**src/rtl/lock_pkg.sv**
```systemverilog
package lock_pkg;

    localparam int DIGIT_W = 4;
    localparam int NCODES  = 3;
    localparam int SEL_W   = $clog2(NCODES + 1);

    localparam logic [SEL_W-1:0] SEL_NONE = SEL_W'(NCODES);

    typedef enum logic [2:0] {
        ST_STEP1 = 3'd0,
        ST_STEP2 = 3'd1,
        ST_STEP3 = 3'd2,
        ST_OPEN  = 3'd3,
        ST_FAULT = 3'd4
    } lock_state_t;

    // Moore output: which stored code the next entry must match.
    function automatic logic [SEL_W-1:0] sel_of(input lock_state_t st);
        case (st)
            ST_STEP1: sel_of = SEL_W'(0);
            ST_STEP2: sel_of = SEL_W'(1);
            ST_STEP3: sel_of = SEL_W'(2);
            default:  sel_of = SEL_NONE;
        endcase
    endfunction

    function automatic logic open_of(input lock_state_t st);
        open_of = (st == ST_OPEN);
    endfunction

endpackage

```
**src/rtl/code_match.sv**
```systemverilog
module code_match
    import lock_pkg::*;
#(
    parameter int W = DIGIT_W,
    parameter int N = NCODES
) (
    input  logic [N-1:0][W-1:0] codes,
    input  logic [SEL_W-1:0]    sel,
    input  logic [W-1:0]        key,
    output logic                equal
);

    logic [N-1:0] hit;

    // One comparator slice per stored code; at most one slice is selected.
    for (genvar i = 0; i < N; i++) begin : g_slice
        assign hit[i] = (sel == SEL_W'(i)) && (key == codes[i]);
    end

    assign equal = |hit;

endmodule

```
**src/rtl/lock_seq.sv**
```systemverilog
module lock_seq
    import lock_pkg::*;
(
    input  logic             clk,
    input  logic             rst,
    input  logic             strobe,
    input  logic             equal,
    output logic [SEL_W-1:0] code_sel,
    output logic             lock_open
);

    lock_state_t state_q, state_d;

    always_comb begin
        state_d = state_q;
        case (state_q)
            ST_STEP1: if (strobe) state_d = equal ? ST_STEP2 : ST_FAULT;
            ST_STEP2: if (strobe) state_d = equal ? ST_STEP3 : ST_FAULT;
            ST_STEP3: if (strobe) state_d = equal ? ST_OPEN  : ST_FAULT;
            ST_OPEN:  state_d = ST_OPEN;
            ST_FAULT: state_d = ST_FAULT;
            // Unused encodings fall into the fault state, never toward open.
            default:  state_d = ST_FAULT;
        endcase
    end

    always_ff @(posedge clk) begin
        if (rst) state_q <= ST_STEP1;
        else     state_q <= state_d;
    end

    assign code_sel  = sel_of(state_q);
    assign lock_open = open_of(state_q);

    p_reset_r1: assert property (@(posedge clk) disable iff (rst)
        $past(rst) |-> (code_sel == '0 && !lock_open));

    p_hold_r2: assert property (@(posedge clk) disable iff (rst)
        !strobe |=> ($stable(code_sel) && $stable(lock_open)));

    p_advance_r3: assert property (@(posedge clk) disable iff (rst)
        (strobe && equal && code_sel == SEL_W'(0)) |=> (code_sel == SEL_W'(1)));

    p_mismatch_r4: assert property (@(posedge clk) disable iff (rst)
        (strobe && !equal && code_sel != SEL_NONE) |=> (code_sel == SEL_NONE && !lock_open));

    p_open_entry_r5: assert property (@(posedge clk) disable iff (rst)
        $rose(lock_open) |-> ($past(strobe) && $past(equal) && $past(code_sel) == SEL_W'(2)));

    p_closed_steps_r6: assert property (@(posedge clk) disable iff (rst)
        (code_sel != SEL_NONE) |-> !lock_open);

    p_fault_sticky_r7: assert property (@(posedge clk) disable iff (rst)
        (code_sel == SEL_NONE && !lock_open) |=> (code_sel == SEL_NONE && !lock_open));

    p_open_sticky_r8: assert property (@(posedge clk) disable iff (rst)
        lock_open |=> lock_open);

endmodule

```
**src/rtl/combo_lock_ctrl.sv**
```systemverilog
module combo_lock_ctrl
    import lock_pkg::*;
(
    input  logic               clk,
    input  logic               rst,
    input  logic               key_strobe,
    input  logic [DIGIT_W-1:0] key_val,
    input  logic [DIGIT_W-1:0] code_1st,
    input  logic [DIGIT_W-1:0] code_2nd,
    input  logic [DIGIT_W-1:0] code_3rd,
    output logic [SEL_W-1:0]   code_sel,
    output logic               lock_open
);

    logic [NCODES-1:0][DIGIT_W-1:0] codes;
    logic                           equal;

    assign codes = {code_3rd, code_2nd, code_1st};

    code_match #(.W(DIGIT_W), .N(NCODES)) u_match (
        .codes (codes),
        .sel   (code_sel),
        .key   (key_val),
        .equal (equal)
    );

    lock_seq u_seq (
        .clk       (clk),
        .rst       (rst),
        .strobe    (key_strobe),
        .equal     (equal),
        .code_sel  (code_sel),
        .lock_open (lock_open)
    );

endmodule

```
**config.mk**
```make
export PLATFORM = sky130hd
export DESIGN_NAME = combo_lock_ctrl
export DESIGN_NICKNAME = d
export VERILOG_FILES = /design/src/rtl/lock_pkg.sv /design/src/rtl/code_match.sv /design/src/rtl/lock_seq.sv /design/src/rtl/combo_lock_ctrl.sv
export SDC_FILE = /design/constraint.sdc
export NUM_CORES = 1
export LEC_CHECK = 0
export ABC_AREA = 1
export CELL_PAD_IN_SITES_DETAIL_PLACEMENT = 0
export CELL_PAD_IN_SITES_GLOBAL_PLACEMENT = 1
export CORE_MARGIN = 4
export CORE_UTILIZATION = 22
export DETAILED_ROUTE_END_ITERATION = 12
export PLACE_DENSITY = 0.85
export SYNTH_ARGS = -nofsm -noshare
export SYNTH_HDL_FRONTEND = slang
export SYNTH_SLANG_ARGS = --single-unit
```
**constraint.sdc**
```tcl
create_clock -name clk -period 1.4 [get_ports clk]
set_input_delay 0.28 -clock clk [delete_from_list [all_inputs] [get_ports clk]]
set_output_delay 0.28 -clock clk [all_outputs]
set_load 0.05 [all_outputs]
```
## Word-level counts from Yosys, hierarchy flattened

Cells that the tools add are included.

| cells by class | value |
|---|---|
| muxes and demuxes | 8 |
| equality and inequality tests | 11 |
| reductions and logical operators | 7 |

Operator list:

| cell | count |
|---|---|
| 3-bit 2-to-1 mux | 6 |
| 4-bit == test | 3 |
| 3-bit case mux with 4 select lines | 1 |
| 3-bit by 2-bit == test with 1-bit output, second input constant | 2 |
| 2-bit inequality test, second input constant | 3 |
| 2-bit case mux with 3 select lines | 1 |
| 3-bit by 1-bit == test with 1-bit output, second input constant | 1 |
| 1-bit logical AND | 3 |
| 3-bit zero test | 1 |
| 3-bit AND reduction | 1 |
| 3-bit OR reduction | 1 |
| 2-bit by 1-bit == test with 1-bit output, second input constant | 1 |
| 2-bit == test, second input constant | 1 |
| 2-bit zero test | 1 |

| storage, ports and cells | value |
|---|---|
| logic and storage cells | 27 |
| input port bits | 19 |
| register bits | 3 |

## Logic depth before layout (Yosys ltp)

Gate-level depths: netlist (run 1).

| logic depth | value |
|---|---|
| depth in word-level cells | 8 |
| depth in mapped cells | 8 |
| gate-level depth less buffers | 8 |

## Cells and area by module

From an unflattened synthesis (run 1), not the netlist that was laid out.

| unflattened totals | value |
|---|---|
| cells, all modules | 93 |
| area, all modules | 429.2 um^2 |

Modules (own cells, without submodules):

| module | area each (um^2) | cells an instance | instances |
|---|---|---|---|
| code_match | 239.0 | 61 | 1 |
| lock_seq | 190.2 | 32 | 1 |

## Worst setup path before layout (run 1)

Ideal clock, no wire load.

| path | value |
|---|---|
| path type | register to output |
| start | reg u_seq.state_q[1] |
| end | out lock_open |
| path buffers | 0 |
| stages on the path, launching flop included | 5 |
| path slack | 0.181 ns |
| arrival time | 0.939 ns |
| cells stage by stage | dfxtp_1 inv_1 nor2_1 nand2_1 inv_1 |

| between the ends | value |
|---|---|
| cells in the longest elaborated chain, start to end | 1 |

RTL lines:

| item | line | RTL |
|---|---|---|
| from (decl) | lock_seq.sv:12 | `lock_state_t state_q, state_d;` |
| from (signal assigned) | lock_seq.sv:29 | `else state_q <= state_d;` |
| 3-bit by 2-bit == test with 1-bit output | lock_pkg.sv:28 | `open_of = (st == ST_OPEN);` |
| to (decl) | combo_lock_ctrl.sv:12 | `output logic lock_open` |

Every way passes these cells.

## Worst setup path after layout (run 1)

Ends and elaborated chain as after synthesis.

==> out/qor.csv, run 1 <==
metric,value,unit
status,completed,
grt_pass1_vias,423,
cp_max_fo,4,
seqCellArea,61.31,um2
max_slew_margin,0.8799,
yosys.area_share.adder,0,
worstSkewPairLatency,0.24,ns
ys_types,10,
holdWs,0.5600,ns
wl_per_cell,7.794,um
cts.sinks,3,
grt_pass1_wl,1587,um
finalHoldViolCount,0,
setup_viol,0,
synth-xor-area-share,0.06562,
initial_utilization,0.2319,
postCtsSetupBuffers,0,
regToRegSetupSlack,0.28,ns
place_ws,-0.1369,ns
die_w,50.66,um
arrival,1.07,ns
ios,22,
path_class,reg -> out,
grtUsageTotal,0.08778,
clk_path_buf_depth,2,
dp.cells,127,
final_cells,131,
core_area,1727,um2
cts_hold_buf,0,
hpwl,868.8,um
synth_area_per_cell,4.943,um2
rsz0062_at_grt,yes,
worst_slack,0.05334,ns
viasPerCell,4.053,
timing.final.max_slew_violations,0,
post-synth-top-count-cell,nand2_1,
ir_drop,0.2412,mV
die_h,50.66,um
fin_crit,1.347,ns
worstPathRequired,1.12,ns
post-route-period-util,0.9619,
skew,0.005115,ns
tightest_slew,0.1796,ns
multi_input_area,274.0,um2
synth_top_family_by_area,simple AND/OR/NAND/NOR gates,
ys_ff_latch,3,
synthTopCellsByArea,"nand2_1, dfxtp_1, inv_1",
io_buffers,21,
numCtsBuffers,3,
drc_errors,0,
fp.dieArea,2566,um2
drt-initial-drc-count,5,
p_leak,0.0003952,uW
final_nets,126,
rows,15,
end_kind,output pin,
clk_pin_slew_worst_paths,0.04,ns
synth_cells,81,
max_freq,742.6,MHz
p_per_area,592.0,nW/um2
cts_root_buf,clkbuf_4,
ys_warn_count,0,
overflow,0,
synth-edff-count,0,
design_area,709.4,um2
synth-simple-area-share,0.5625,
fillCellCount,198,
hold_class,reg -> reg,
drtPass1Iterations,4,
post_dp_cell_area,671.9,um2
htree_levels,1,
grt_max_degree,5,
syn_nets,100,
synthFlopType,dfxtp_1,
largest_registers,u_seq.state_q: 3 flops,
ant_nets,0,
largest_reg_flops,3,
async_flop_share,0,
syn-cell-area,400.4,um2
area_delta_synth_final,77.19,%
wl,1021,um
place_congestion,0.7009,
drive_gt1_frac,0.1698,
largest_register,u_seq.state_q,
finalSetupTns,0,ns
muxShareOfSynthArea,0,
netlist.area_leader.share,0.3281,
synth_compound_area_frac,0.04375,
drv_cap,0,
antennaDiodeCount,0,
yosysTopAreaCell,nand2_1,
cts_tree,yes,
ys_top_cells_by_count,"nand2_1, inv_1, nand3_1",
vias,531,
ys_seq_area_frac,0.1500,
antenna_found_initial,0,
cp-start-kind,register,
==> final cells by class <==
| cell class | count | area share |
|---|---|---|
| Timing Repair Buffer | 21 | 0.3457 |
| Sequential cell | 3 | 0.08642 |
| Inverter | 19 | 0.1005 |
| Multi-Input combinational cell | 59 | 0.3862 |
| Tap cell | 25 | 0.04409 |
| Clock buffer | 4 | 0.03704 |
==> per-stage QoR <==
step           total power [uW]  utilization
6_report                  420.0       0.4109
5_1_grt                   453.2       0.4109
4_1_cts                   427.3       0.4051
3_5_place_dp              269.5       0.3891
3_3_place_gp              268.5       0.3891
2_1_floorplan             173.3            -
==> cells by family after synthesis <==
| logic type | Yosys count |
|---|---|
| AND/OR/NAND/NOR | 54 |
| buffers and inverters | 19 |
| XOR/XNOR | 3 |
| flip-flops | 3 |
| AO/OA/AOI/OAI | 2 |
==> path summary, 6_finish.rpt <==
check,cells past startpoint,startpoint,endpoint
worst max register to register,7,u_seq.state_q[2],u_seq.state_q[0]
worst min-delay path,2,u_seq.state_q[0],u_seq.state_q[0]
worst min register to register,2,u_seq.state_q[0],u_seq.state_q[0]
worst max-delay path,5,u_seq.state_q[1],lock_open
==> report_power, final <==
group	internal [uW]	leakage, uW	switching (uW)
registers	89.4	0.0000250	4.59
clock network	107	0.0000150	46.3
logic	92.9	0.000355	79.9
==> per-layer routing <==
layer  wire [um]  GRT usage  share of wire  vias up
met5           0          0              0        -
met4          49     0.1076          0.048        0
met3          83    0.02671          0.081        4
met2         463     0.1239           0.45       17
met1         425    0.09347           0.42      223
li1            -          -              -      287
==> repair_timing <==
item | in CTS | in global routing
setup endpoints to repair | 1 | 2
hold endpoints to repair | 0 | 0
gates resized for setup | 2 | 4
cloned | 0 | 0
==> worst max-delay path, cell delays in order, from the launching register on <==
cell and delay, ns:
dfxtp_2 0.35, inv_1 0.06, nor2_2 0.12, nand2_2 0.10, inv_2 0.08, buf_12 0.13
==> layout by cell type, fill, tap and decap left out, drive strengths merged <==
| cell type | netlist | final |
|---|---|---|
| nand2 | 35 | 35 |
| nand3 | 9 | 9 |
| xnor2 | 3 | 3 |
| clkdlybuf4s50 | 0 | 16 |
| inv | 19 | 19 |
| buf | 0 | 3 |
| a21oi | 2 | 2 |
| dlymetal6s2s | 0 | 2 |
| nand3b | 1 | 1 |
| dfxtp | 3 | 3 |
| clkbuf | 0 | 4 |
| nor2 | 9 | 9 |
Note: power is estimated with default switching activity, not from simulation.
==> run 2, diff against run 1 <==
--- a/config.mk
+++ b/config.mk
@@ -8,10 +8,12 @@
 export ABC_AREA = 1
 export CELL_PAD_IN_SITES_DETAIL_PLACEMENT = 0
 export CELL_PAD_IN_SITES_GLOBAL_PLACEMENT = 1
-export CORE_MARGIN = 4
+export CORE_MARGIN = 1
 export CORE_UTILIZATION = 22
 export DETAILED_ROUTE_END_ITERATION = 12
+export GPL_TIMING_DRIVEN = 0
 export PLACE_DENSITY = 0.85
+export SLEW_MARGIN = 20
 export SYNTH_ARGS = -nofsm -noshare
 export SYNTH_HDL_FRONTEND = slang
 export SYNTH_SLANG_ARGS = --single-unit
==> run 2 against run 1 <==
  * Sequential power down 2%
  * Largest cell class unchanged
  * Final cell count up 1.5%
  * Power down 5.5%
  * Wire length up 2.0%
  * Register-to-register slack worse by 0.07 ns
  * Count of clock-buffer cells in the layout unchanged
  * Maximum frequency up 1.1%
  * First-iteration DRC count rose to 4.2 times the previous value
  * Critical endpoint is now code_sel[1]
  * Cell area down 2.3%
==> out/qor.csv, run 2 (same netlist as run 1, synthesis figures left out) <==
metric,value,unit,change
antenna_found_initial,0,,unchanged
post-route-util,0.4059,,was 0.4109
largest_registers,u_seq.state_q: 3 flops,,unchanged
hold_class,reg -> reg,,unchanged
multi_input_area,274.0,um2,unchanged
cts_tree,yes,,unchanged
fin_crit,1.332,ns,was 1.347 ns
clk_pin_slew_worst_paths,0.04,ns,about the same
max_slew_margin,0.8352,,was 0.8799
worstPathRequired,1.12,ns,about the same
place_congestion,0.6973,,was 0.7009
area_delta_synth_final,73.13,%,was 77.19%
fp.dieArea,1995,um2,was 2566 um2
skew,0.001056,ns,was 0.005115 ns
wl,1041,um,was 1021 um
grt_pass1_vias,465,,was 423
finalHoldViolCount,0,,unchanged
drt-initial-drc-count,21,,was 5
max_freq,750.9,MHz,was 742.6 MHz
seqCellArea,63.81,um2,was 61.31 um2
finalSetupTns,0,ns,unchanged
worst_slack,0.06824,ns,was 0.05334 ns
largest_reg_flops,3,,unchanged
die_h,44.66,um,was 50.66 um
htree_levels,1,,unchanged
overflow,0,,unchanged
ios,22,,unchanged
end_kind,output pin,,unchanged
hpwl,797.4,um,was 868.8 um
ant_nets,0,,unchanged
largest_register,u_seq.state_q,,unchanged
drc_errors,0,,unchanged
setup_viol,0,,unchanged
wl_per_cell,7.827,um,was 7.794 um
timing.final.max_slew_violations,0,,unchanged
p_leak,0.0004129,uW,was 0.0003952 uW
tightest_slew,0.2490,ns,was 0.1796 ns
rows,15,,unchanged
worstSkewPairLatency,0.23,ns,was 0.24 ns
arrival,1.05,ns,was 1.07 ns
io_buffers,21,,unchanged
antennaDiodeCount,0,,unchanged
place_ws,-0.4314,ns,was -0.1369 ns
core_area,1708,um2,was 1727 um2
numCtsBuffers,3,,unchanged
initial_utilization,0.2344,,was 0.2319
cp-start-kind,register,,unchanged
grt_pass1_wl,1649,um,was 1587 um
clk_path_buf_depth,2,,unchanged
status,completed,,unchanged
post-route-period-util,0.9513,,was 0.9619
final_nets,128,,was 126
p_per_area,572.6,nW/um2,was 592.0 nW/um2
cts_root_buf,clkbuf_4,,unchanged
fillCellCount,180,,was 198
drtPass1Iterations,4,,unchanged
cts.sinks,3,,unchanged
ir_drop,0.2510,mV,was 0.2412 mV
rsz0062_at_grt,no,,was yes
grtUsageTotal,0.1061,,was 0.08778
path_class,reg -> out,,unchanged
die_w,44.66,um,was 50.66 um
viasPerCell,4.083,,was 4.053
grt_max_degree,5,,unchanged
final_common_cell,nand2_1,,unchanged
drv_cap,0,,unchanged
cp_max_fo,4,,unchanged
vias,543,,was 531
drive_gt1_frac,0.1759,,was 0.1698
mostFrequentLayoutCells,"nand2_1, inv_1, clkdlybuf4s50_1",,"was nand2_1, clkdlybuf4s50_1, inv_1"
finalPower,396.9,uW,was 420.0 uW
==> run 2: metrics by stage <==
stage          hold slack (ns)  cell area (um2)  instances
2_1_floorplan           0.3424            400.4         81
3_3_place_gp            0.5481            641.9        127
3_5_place_dp            0.5415            641.9        127
4_1_cts                 0.5487            663.1        131
5_1_grt                 0.5746            693.2        133
6_report                0.5576            693.2        133
==> run 2: path summary, 6_finish.rpt <==
kind,from,endpoint,slack [ns],depth (start not counted)
min reg2reg,u_seq.state_q[0],u_seq.state_q[0],0.56,2
min,u_seq.state_q[0],u_seq.state_q[0],0.56,2
max reg2reg,u_seq.state_q[1],u_seq.state_q[1],0.21,8
max,u_seq.state_q[2],code_sel[1],0.07,3
==> run 2: area by class of cell <==
| cell class | count | area share |
|---|---|---|
| multi-input cells | 59 | 0.3953 |
| repair buffers | 23 | 0.3267 |
| inverters | 19 | 0.1029 |
| flip-flops and latches | 3 | 0.09206 |
| well taps | 25 | 0.04513 |
| clock buffers | 4 | 0.03791 |
==> run 2: repair_timing <==
action                     CTS  global route
gates resized for setup     19             6
setup buffers                0             2
setup endpoints to repair    3             3
hold buffers                 0             0
pin swaps                    0             1
==> run 2: where the power goes <==
| part | leakage (uW) | internal (uW) | total, uW | switching (uW) |
|---|---|---|---|---|
| Combinational | 0.000373 | 75.6 | 153 | 77.4 |
| Clock | 0.0000150 | 107 | 151 | 44.7 |
| Sequential | 0.0000253 | 87.4 | 92.4 | 4.99 |
==> run 2: layer usage <==
| layer | track usage | part of all wire | vias to the layer above | routed length (um) |
|---|---|---|---|---|
| met4 | 0.03636 | 0.025 | 0 | 26 |
| met2 | 0.1971 | 0.51 | 20 | 526 |
| met1 | 0.1311 | 0.42 | 224 | 433 |
| met5 | 0 | 0 | - | 0 |
| met3 | 0 | 0.052 | 4 | 54 |
| li1 | - | - | 295 | - |
==> run 2: critical path: stages (launching register included) <==
cell and delay [ns]:
dfxtp_1 0.41, nor2_4 0.07, inv_1 0.08, buf_2 0.26
==> run 3, diff against run 2 <==
--- a/config.mk
+++ b/config.mk
@@ -8,11 +8,12 @@
 export ABC_AREA = 1
 export CELL_PAD_IN_SITES_DETAIL_PLACEMENT = 0
 export CELL_PAD_IN_SITES_GLOBAL_PLACEMENT = 1
-export CORE_MARGIN = 1
-export CORE_UTILIZATION = 22
+export CORE_AREA = 2 2 39 41
 export DETAILED_ROUTE_END_ITERATION = 12
+export DIE_AREA = 0 0 41 43
+export DONT_BUFFER_PORTS = 1
 export GPL_TIMING_DRIVEN = 0
-export PLACE_DENSITY = 0.85
+export PLACE_DENSITY = 0.73
 export SLEW_MARGIN = 20
 export SYNTH_ARGS = -nofsm -noshare
 export SYNTH_HDL_FRONTEND = slang
==> run 3 against run 2 <==
  * Via count shrank 19%
  * Clock skew grew 0.0017 ns
  * Global-route usage grew 0.61 points
  * Wire length shrank 20%
  * Final cell count shrank 23%
  * Clock power grew 3%
  * Count of clock-buffer cells in the layout is the same
  * Non-clock buffer count shrank 22
  * Register-to-register slack lost 0.11 ns
  * Sequential cell count is the same
  * Utilization shrank 6.9 points
  * Cell area shrank 33%
  * Critical endpoint is now lock_open
==> out/qor.csv, run 3 (same netlist as run 1, synthesis figures left out) <==
metric,value,unit,change
setup_viol,0,,unchanged
cp-start-kind,register,,unchanged
rows,14,,was 15
io_buffers,0,,was 21
overflow,0,,unchanged
arrival,1.06,ns,was 1.05 ns
max_slew_margin,0.6988,,was 0.8352
largest_reg_flops,3,,unchanged
drive_gt1_frac,0.1977,,was 0.1759
drc_errors,0,,unchanged
grt_max_degree,5,,unchanged
final_cells,102,,was 133
drt-initial-drc-count,2,,was 21
ios,22,,unchanged
place_ws,0.1123,ns,was -0.4314 ns
worstPathRequired,1.12,ns,about the same
ant_nets,0,,unchanged
ir_drop,0.2461,mV,was 0.2510 mV
grtUsageTotal,0.1122,,was 0.1061
cts_tree,yes,,unchanged
initial_utilization,0.2893,,was 0.2344
worstSkewPairLatency,0.24,ns,was 0.23 ns
final_common_cell,nand2_1,,unchanged
p_leak,0.0002767,uW,was 0.0004129 uW
numCtsBuffers,3,,unchanged
dp.cells,97,,was 127
largest_registers,u_seq.state_q: 3 flops,,unchanged
cts.sinks,3,,unchanged
timing.final.max_slew_violations,0,,unchanged
die_h,43,um,was 44.66 um
fp.dieArea,1763,um2,was 1995 um2
place_congestion,0.6955,,was 0.6973
status,completed,,unchanged
drv_cap,0,,unchanged
fin_crit,1.338,ns,was 1.332 ns
post-route-period-util,0.9558,,was 0.9513
hold_class,in -> reg,,was reg -> reg
path_class,reg -> out,,unchanged
die_w,41,um,was 44.66 um
cts_root_buf,clkbuf_4,,unchanged
cp_max_fo,3,,was 4
skew,0.002754,ns,was 0.001056 ns
wl,830,um,was 1041 um
rsz0062_at_grt,yes,,was no
worst_slack,0.06187,ns,was 0.06824 ns
grt_pass1_wl,1449,um,was 1649 um
antenna_found_initial,0,,unchanged
end_kind,output pin,,unchanged
final_nets,106,,was 128
antennaDiodeCount,0,,unchanged
drtPass1Iterations,3,,was 4
max_freq,747.3,MHz,was 750.9 MHz
clk_pin_slew_worst_paths,0.04,ns,about the same
grt_pass1_vias,444,,was 465
p_per_area,725.6,nW/um2,was 572.6 nW/um2
wl_per_cell,8.137,um,was 7.827 um
htree_levels,1,,unchanged
clk_path_buf_depth,2,,unchanged
finalHoldViolCount,0,,unchanged
mostFrequentLayoutCells,"nand2_1, inv_1, nand3_1",,"was nand2_1, inv_1, clkdlybuf4s50_1"
largest_register,u_seq.state_q,,unchanged
viasPerCell,4.294,,was 4.083
vias,438,,was 543
post-route-util,0.3373,,was 0.4059
hpwl,723.5,um,was 797.4 um
tightest_slew,0.4513,ns,was 0.2490 ns
core_area,1384,um2,was 1708 um2
finalSetupTns,0,ns,unchanged
area_delta_synth_final,16.56,%,was 73.13%
[run 3: changes by cell type in the layout (fill, tap and decap cells not counted)]
cell / before / now
buf_2: 2 / 0
buf_4: 2 / 1
buf_6: 1 / 0
clkdlybuf4s50_1: 14 / 0
clkinvlp_4: 0 / 1
dfxtp_2: 0 / 1
dfxtp_4: 1 / 0
dlymetal6s2s_1: 4 / 0
inv_1: 14 / 13
nand2_1: 34 / 33
nand2_2: 1 / 2
[run 3: critical path, cell delays in order, from the launching register on]
cell and delay [ns]:
dfxtp_1 0.40, nor2_2 0.08, nand2_2 0.10, clkinvlp_4 0.25
[run 3: path summary, 6_finish.rpt]
check / from / to / slack [ns] / cells past startpoint
hold reg to reg: u_seq.state_q[0] / u_seq.state_q[0] / 0.54 / 2
hold / removal: rst / u_seq.state_q[1] / 0.09 / 1
setup reg to reg: u_seq.state_q[2] / u_seq.state_q[2] / 0.10 / 6
setup / recovery: u_seq.state_q[2] / lock_open / 0.06 / 3
[run 3: routing by layer]
metal,global-route usage,share of wire,vias to the layer above
li1,-,-,246
met1,0.1342,0.46,174
met2,0.1875,0.44,16
met3,0.03665,0.082,2
met4,0.02000,0.012,0
met5,0,0,-
[run 3: stage by stage]
| stage | hold WS (ns) | power (uW) | instance area [um2] |
|---|---|---|---|
| after floorplan | 0.3424 | 173.3 | 400.4 |
| after global placement | 0.3434 | 183.3 | 420.4 |
| after detailed placement | 0.3439 | 184.5 | 420.4 |
| after CTS | 0.08886 | 342.1 | 454.2 |
| after global routing | 0.09049 | 361.2 | 466.7 |
| final | 0.09132 | 338.7 | 466.7 |
[run 3: power by group]
group / internal, uW / switching, uW / leakage, uW
Combinational: 31.7 / 57.4 / 0.000237
Clock: 107 / 48.7 / 0.0000150
Sequential: 89.3 / 4.49 / 0.0000250
[run 3: layout make-up]
cell class                      count  area (um2)
Timing Repair Buffer                1       7.507
Clock buffer                        4       26.28
Multi-Input combinational cell     59       276.5
Fill cell                         162       917.1
Sequential cell                     3       61.31
Inverter                           19       75.07
Tap cell                           16       20.02
[run 3: timing repair]
item / 4_1_cts / 5_1_grt
hold buffers: 0 / 0
gates resized for setup: 3 / 2
setup buffers: 0 / 1
setup endpoints to repair: 1 / 2
endpoints found under the hold margin: 0 / 0
